**src/rtl/irq_front_pkg.sv**
```systemverilog
`timescale 1ns/1ps
package irq_front_pkg;

    // Per-line request state
    typedef enum logic [1:0] {
        LN_LOW  = 2'd0,
        LN_HIGH = 2'd1,
        LN_PEND = 2'd2
    } line_st_e;

    localparam int TGT_W = 4;

    // Stored form of one steering entry: disable flag and target line
    typedef struct packed {
        logic             off;
        logic [TGT_W-1:0] tgt;
    } steer_t;

endpackage

```
**src/rtl/irq_cfg_regs.sv**
```systemverilog
`timescale 1ns/1ps
module irq_cfg_regs
    import irq_front_pkg::*;
#(
    parameter int NPCI     = 4,
    parameter int NLINE    = 16,
    parameter int AW       = 3,
    parameter int DW       = 8,
    parameter int MSEL_BIT = 4
) (
    input  logic                  clk,
    input  logic                  rst_n,
    input  logic                  we,
    input  logic [AW-1:0]         addr,
    input  logic [DW-1:0]         wdata,
    output steer_t [NPCI-1:0]     steer_q,
    output logic   [NLINE-1:0]    level_q,
    output logic                  msel_q
);

    localparam int SBYTES     = NLINE / DW;
    localparam int SENSE_BASE = NPCI;
    localparam int CTRL_ADDR  = NPCI + SBYTES;

    always_ff @(posedge clk or negedge rst_n) begin
        if (!rst_n) begin
            for (int k = 0; k < NPCI; k++) begin
                steer_q[k].off <= 1'b1;
                steer_q[k].tgt <= '0;
            end
            level_q <= '0;
            msel_q  <= 1'b0;
        end else if (we) begin
            for (int k = 0; k < NPCI; k++) begin
                if (addr == AW'(k)) begin
                    steer_q[k].off <= wdata[DW-1];
                    steer_q[k].tgt <= wdata[TGT_W-1:0];
                end
            end
            for (int b = 0; b < SBYTES; b++) begin
                if (addr == AW'(SENSE_BASE + b)) begin
                    level_q[b*DW +: DW] <= wdata;
                end
            end
            if (addr == AW'(CTRL_ADDR)) begin
                msel_q <= wdata[MSEL_BIT];
            end
        end
    end

endmodule

```
**src/rtl/irq_steer_map.sv**
```systemverilog
`timescale 1ns/1ps
module irq_steer_map
    import irq_front_pkg::*;
#(
    parameter int               NPCI  = 4,
    parameter int               NLINE = 16,
    parameter logic [NLINE-1:0] LEGAL = 16'hDEF8
) (
    input  steer_t [NPCI-1:0]  steer,
    input  logic   [NPCI-1:0]  pci_n,
    output logic   [NLINE-1:0] hit
);

    // OR of every active PCI line whose entry is enabled and points at a legal line
    always_comb begin
        hit = '0;
        for (int k = 0; k < NPCI; k++) begin
            for (int i = 0; i < NLINE; i++) begin
                if (LEGAL[i] && !steer[k].off &&
                    steer[k].tgt == TGT_W'(i) && !pci_n[k]) begin
                    hit[i] = 1'b1;
                end
            end
        end
    end

endmodule

```
**src/rtl/irq_src_mux.sv**
```systemverilog
`timescale 1ns/1ps
module irq_src_mux #(
    parameter int NLINE      = 16,
    parameter int TMR_LINE   = 0,
    parameter int CASC_LINE  = 2,
    parameter int MOUSE_LINE = 12,
    parameter int FPU_LINE   = 13
) (
    input  logic [NLINE-1:0] ext,
    input  logic [NLINE-1:0] hit,
    input  logic             tmr,
    input  logic             fpu,
    input  logic             mouse,
    input  logic             msel,
    output logic [NLINE-1:0] src
);

    for (genvar i = 0; i < NLINE; i++) begin : g_line
        if (i == TMR_LINE) begin : g_tmr
            assign src[i] = tmr;
        end else if (i == CASC_LINE) begin : g_casc
            assign src[i] = 1'b0;
        end else if (i == FPU_LINE) begin : g_fpu
            assign src[i] = fpu;
        end else if (i == MOUSE_LINE) begin : g_mouse
            assign src[i] = (msel ? mouse : ext[i]) | hit[i];
        end else begin : g_pin
            assign src[i] = ext[i] | hit[i];
        end
    end

    // Pins and steering hits that the fixed internal lines do not use
    logic unused_bits;
    assign unused_bits = ^{ext[TMR_LINE], ext[CASC_LINE], ext[FPU_LINE],
                           hit[TMR_LINE], hit[CASC_LINE], hit[FPU_LINE]};

endmodule

```
**src/rtl/irq_line_sense.sv**
```systemverilog
`timescale 1ns/1ps
module irq_line_sense
    import irq_front_pkg::*;
(
    input  logic clk,
    input  logic rst_n,
    input  logic src,
    input  logic level,
    input  logic clr,
    output logic req
);

    line_st_e st_q, st_d;
    logic     lvl_q;

    // State register
    always_ff @(posedge clk or negedge rst_n) begin
        if (!rst_n) begin
            st_q  <= LN_LOW;
            lvl_q <= 1'b0;
        end else begin
            st_q  <= st_d;
            lvl_q <= src;
        end
    end

    // Next state and output
    always_comb begin
        st_d = st_q;
        unique case (st_q)
            LN_LOW: begin
                if (src && !level && !clr) st_d = LN_PEND;
                else if (src)              st_d = LN_HIGH;
            end
            LN_HIGH: begin
                if (!src) st_d = LN_LOW;
            end
            LN_PEND: begin
                if (level || clr) st_d = src ? LN_HIGH : LN_LOW;
            end
            default: st_d = LN_LOW;
        endcase
        req = level ? lvl_q : (st_q == LN_PEND);
    end

endmodule

```
**src/rtl/irq_front.sv**
```systemverilog
`timescale 1ns/1ps
module irq_front
    import irq_front_pkg::*;
#(
    parameter int               NPCI       = 4,
    parameter int               NLINE      = 16,
    parameter int               AW         = 3,
    parameter int               DW         = 8,
    parameter int               MSEL_BIT   = 4,
    parameter int               TMR_LINE   = 0,
    parameter int               CASC_LINE  = 2,
    parameter int               MOUSE_LINE = 12,
    parameter int               FPU_LINE   = 13,
    parameter logic [NLINE-1:0] LEGAL      = 16'hDEF8
) (
    input  logic             clk,
    input  logic             rst_n,
    input  logic [NLINE-1:0] ext_irq,
    input  logic             tmr0_out,
    input  logic             fpu_err,
    input  logic             mouse_irq,
    input  logic [NPCI-1:0]  pci_int_n,
    input  logic             reg_we,
    input  logic [AW-1:0]    reg_addr,
    input  logic [DW-1:0]    reg_wdata,
    input  logic [NLINE-1:0] req_clr,
    output logic [NLINE-1:0] irq_req
);

    steer_t [NPCI-1:0]  steer_q;
    logic   [NLINE-1:0] level_q;
    logic               msel_q;
    logic   [NLINE-1:0] hit;
    logic   [NLINE-1:0] src;

    irq_cfg_regs #(
        .NPCI(NPCI), .NLINE(NLINE), .AW(AW), .DW(DW), .MSEL_BIT(MSEL_BIT)
    ) u_regs (
        .clk(clk), .rst_n(rst_n), .we(reg_we), .addr(reg_addr), .wdata(reg_wdata),
        .steer_q(steer_q), .level_q(level_q), .msel_q(msel_q)
    );

    irq_steer_map #(
        .NPCI(NPCI), .NLINE(NLINE), .LEGAL(LEGAL)
    ) u_map (
        .steer(steer_q), .pci_n(pci_int_n), .hit(hit)
    );

    irq_src_mux #(
        .NLINE(NLINE), .TMR_LINE(TMR_LINE), .CASC_LINE(CASC_LINE),
        .MOUSE_LINE(MOUSE_LINE), .FPU_LINE(FPU_LINE)
    ) u_mux (
        .ext(ext_irq), .hit(hit), .tmr(tmr0_out), .fpu(fpu_err),
        .mouse(mouse_irq), .msel(msel_q), .src(src)
    );

    for (genvar i = 0; i < NLINE; i++) begin : g_sense
        irq_line_sense u_line (
            .clk(clk), .rst_n(rst_n), .src(src[i]), .level(level_q[i]),
            .clr(req_clr[i]), .req(irq_req[i])
        );
    end

endmodule

```
**config.mk**
```make
export PLATFORM = sky130hd
export DESIGN_NAME = irq_front
export DESIGN_NICKNAME = d
export VERILOG_FILES = /design/src/rtl/irq_front_pkg.sv /design/src/rtl/irq_cfg_regs.sv /design/src/rtl/irq_steer_map.sv /design/src/rtl/irq_src_mux.sv /design/src/rtl/irq_line_sense.sv /design/src/rtl/irq_front.sv
export SDC_FILE = /design/constraint.sdc
export NUM_CORES = 1
export LEC_CHECK = 0
export BUFFER_PORTS_ARGS = -buffer_cell sky130_fd_sc_hd__buf_2
export CAP_MARGIN = 20
export CORE_AREA = 2 2 91 93
export CTS_CLUSTER_DIAMETER = 50
export DETAILED_ROUTE_END_ITERATION = 16
export DIE_AREA = 0 0 93 95
export GPL_TIMING_DRIVEN = 0
export HOLD_SLACK_MARGIN = 0.05
export PLACE_DENSITY = 0.78
export SLEW_MARGIN = 20
export SYNTH_ARGS = -nofsm -noshare
export SYNTH_HDL_FRONTEND = slang
export SYNTH_SLANG_ARGS = --single-unit
```
**constraint.sdc**
```tcl
create_clock -name clk -period 2 [get_ports clk]
set_clock_uncertainty 0.2 [all_clocks]
set_input_delay 0 -clock clk [delete_from_list [all_inputs] [get_ports clk]]
set_output_delay 0 -clock clk [all_outputs]
set_load 0.01 [all_outputs]
```
==> flow_summary.yaml <==
run_status:
  status: "completed"
floorplanning:
  ios: 69
  die_h_um: 95
  coreArea_mm2: 0.007928
  initial_core_util_pct: 48.42
  die_w_um: 93
  die_area_mm2: 0.008835
  placementRows: 33
drt:
  wl_met1_mm: 3.655
  dr.pass1.iters: 4
  route.detailed.drc: 0
  wl_met3_um: 403
  viasPerCell: 5.442
  ant_nets: 0
  via_count: 3004
  dr_wl_met2_mm: 4.219
  drt-total-wl_mm: 8.538
  routed.top_layer: "met4"
  wl_per_cell_um: 15.47
  drt_iter0_drc: 238
sta:
  slew_headroom_pct: 63.17
  fin_crit_ns: 1.903
  setup_ws_ns: 0.09707
  setup_viol: 0
  fin_tns_setup_ns: 0
  rsz0062_at_grt: "false"
  hold_viol: 0
  finalCritPeriodShare_pct: 95.15
  timing.final.max_slew_violations: 0
  max_slew.worst_pin.slew_ns: 0.5447
  fmax_mhz: 525.5
setup_path:
  path_class: "flop to flop"
  rr_worst_depth: 4
  cp.arrival_ns: 1.98
  worst-path-max-fanout: 5
  crit_path_end_kind: "flop"
  cp-start-kind: "flop"
  worstPathRequired_ns: 2.08
  crit_path_start: "u_regs.steer_q[13]"
  timing.rr.start: "u_regs.steer_q[13]"
synthesis:
  syn-instance-count: 319
  yosys_register_bits: 81
  ys_seq_area_share_pct: 52.93
  synth_area_mm2: 0.003839
  synth_warnings: 0
  syn_area_per_cell_um2: 12.03
  synth_fp_nets: 372
  ys_types: 44
clock_tree:
  numCtsBuffers: 9
  cts.sinks: 81
  cts_root_buf: "clkbuf_8"
  clk_latency_ns: 0.35
  cts_tree: "yes"
  path_clk_slew_ns: 0.08
  cts_buffer_depth: 2
  htreeDepth: 3
  post_cts_buffers: 0
  cts-resized-gates: 0
grt:
  antenna_found_initial: 0
  grtUsageTotal_pct: 20.14
  grt_pass1_vias: 2876
  grt_max_degree: 47
  grt_pass1_wl_mm: 13.43
  gr-total-overflow: 0
place:
  gp_congestion: 0.9328
  hpwl_mm: 5.949
  placed_area_mm2: 0.004303
  portBuffers: 62
  place_ws_ns: 0.2986
cells_and_area:
  final_nets: 495
  drive_gt1_share_pct: 35.12
  fin_area_mm2: 0.005005
  num_antenna_cells: 0
  areaGrowthSynthToFinish_pct: 30.38
min_path:
  min_path_type: "input port to flop"
  min_from: "pci_int_n[3]"
  worstHoldPathCells: 4
flow_run:
  cap_violations: 0
power_and_ir_drop:
  p_per_area_mw_per_mm2: 880.3
  p_leak_nw: 2.184
  ir_worst_vdd_mv: 0.6121
[critical path: stages, from the launching register on]
cell and delay (ns):
dfrtp_1 0.43, nor4_1 0.29, a31oi_1 0.12, dlygate4sd3_1 0.61, a31oi_1 0.18
[final cells by class]
type	instances	area, µm²
Fill cell	634	2923
Inverter	1	3.754
Sequential cell	81	2032
Clock inverter	1	5.005
Clock buffer	15	206.4
Tap cell	105	131.4
Multi-Input combinational cell	218	1657
Timing Repair Buffer	112	823.3
Buffer	19	146.4
[sequential cells by signal, summed over array words and instances, names as in the netlist]
name / flops
u_regs.level_q: 15
u_regs.steer_q: 20
g_sense.u_line.lvl_q: 15
g_sense.u_line.st_q: 30
u_regs.msel_q: 1
[where the power goes]
part / internal [mW] / switching, mW / total, mW / leakage (nW)
combinational: 0.568 / 0.430 / 0.999 / 1.09
sequential: 1.92 / 0.272 / 2.20 / 0.985
clock: 0.654 / 0.559 / 1.21 / 0.112
[metrics by stage]
step	instances	utilization [%]	total power [mW]	hold WS (ns)
floorplan	319	-	2.809	-0.4956
finish	552	63.13	4.406	0.1006
CTS	552	63.13	4.433	0.05824
detailed placement	487	54.28	3.141	-0.2130
global placement	486	53.99	3.091	-0.06591
global route	552	63.13	4.632	0.09614
[logic make-up (layout without fill, tap and decap cells)]
group | after synthesis | in the layout | share of synthesized area [%]
muxes | 36 | 36 | 10.56
and+or+nand+nor | 119 | 119 | 20.24
buffers and inverters | 20 | 148 | 3.911
other | 1 | 1 | 0.09769
DFF | 81 | 81 | 52.93
AOI/OAI and AO/OA | 62 | 62 | 12.26
[synth_stat cells, drive strengths merged]
cell type / instances / area, µm²
o21ai: 12 / 60.06
nor2b: 9 / 56.30
mux2: 36 / 405.4
nand2: 31 / 116.4
a2bb2oi: 1 / 8.760
a221oi: 11 / 121.4
nor3b: 2 / 37.54
a22oi: 5 / 37.54
or3b: 2 / 17.52
o311ai: 1 / 8.760
nand3: 8 / 40.04
dfstp: 4 / 105.1
nand4bb: 2 / 22.52
and4bb: 1 / 12.51
or2: 1 / 6.260
nor2: 10 / 37.54
nor3: 12 / 76.33
or3: 2 / 12.51
nand2b: 13 / 81.33
clkbuf: 1 / 13.76
nand4b: 3 / 32.53
nor4b: 8 / 113.9
buf: 18 / 132.6
a32oi: 1 / 8.760
o21a: 10 / 75.07
o22a: 1 / 8.760
nor4: 7 / 43.79
inv: 1 / 3.750
nor4bb: 1 / 25.02
dfrtp: 77 / 1927
o31ai: 1 / 7.510
a22o: 2 / 17.52
and2: 7 / 45.05
o311a: 5 / 50.05
conb: 1 / 3.750
a31oi: 5 / 31.28
a21oi: 7 / 35.03
[layout by cell type (no fill, tap or decap), types with 9 or more instances in the layout]
cell type / n
dfrtp_1: 77
buf_2: 62
dlygate4sd3_1: 49
mux2_2: 36
nand2_1: 31
buf_4: 18
clkbuf_8: 16
nand2b_1: 13
o21ai_0: 12
nor2_1: 10
nor3_1: 10
o21a_1: 10
nor2b_1: 9
[layer usage]
layer	track usage, %	vias up
li1	-	1422
met1	24.26	1475
met2	34.30	83
met3	3.591	24
met4	11.27	0
met5	0	-
[worst paths after layout]
path	slack, ns	to
setup reg to reg	0.1	g_sense[3].u_line.st_q[1]
hold / removal	0.10	g_sense[5].u_line.lvl_q
setup / recovery	0.1	g_sense[3].u_line.st_q[1]
hold reg to reg	0.27	g_sense[8].u_line.st_q[1]
min in group asynchronous	0.46	g_sense[1].u_line.st_q[0]
max in group asynchronous	0.48	u_regs.steer_q[4]
[what timing repair did]
action	CTS	global route
hold endpoints to repair	159	0
endpoints found under the setup margin	0	0
hold buffers	49	0
Note: power is estimated with default switching activity, not from simulation.
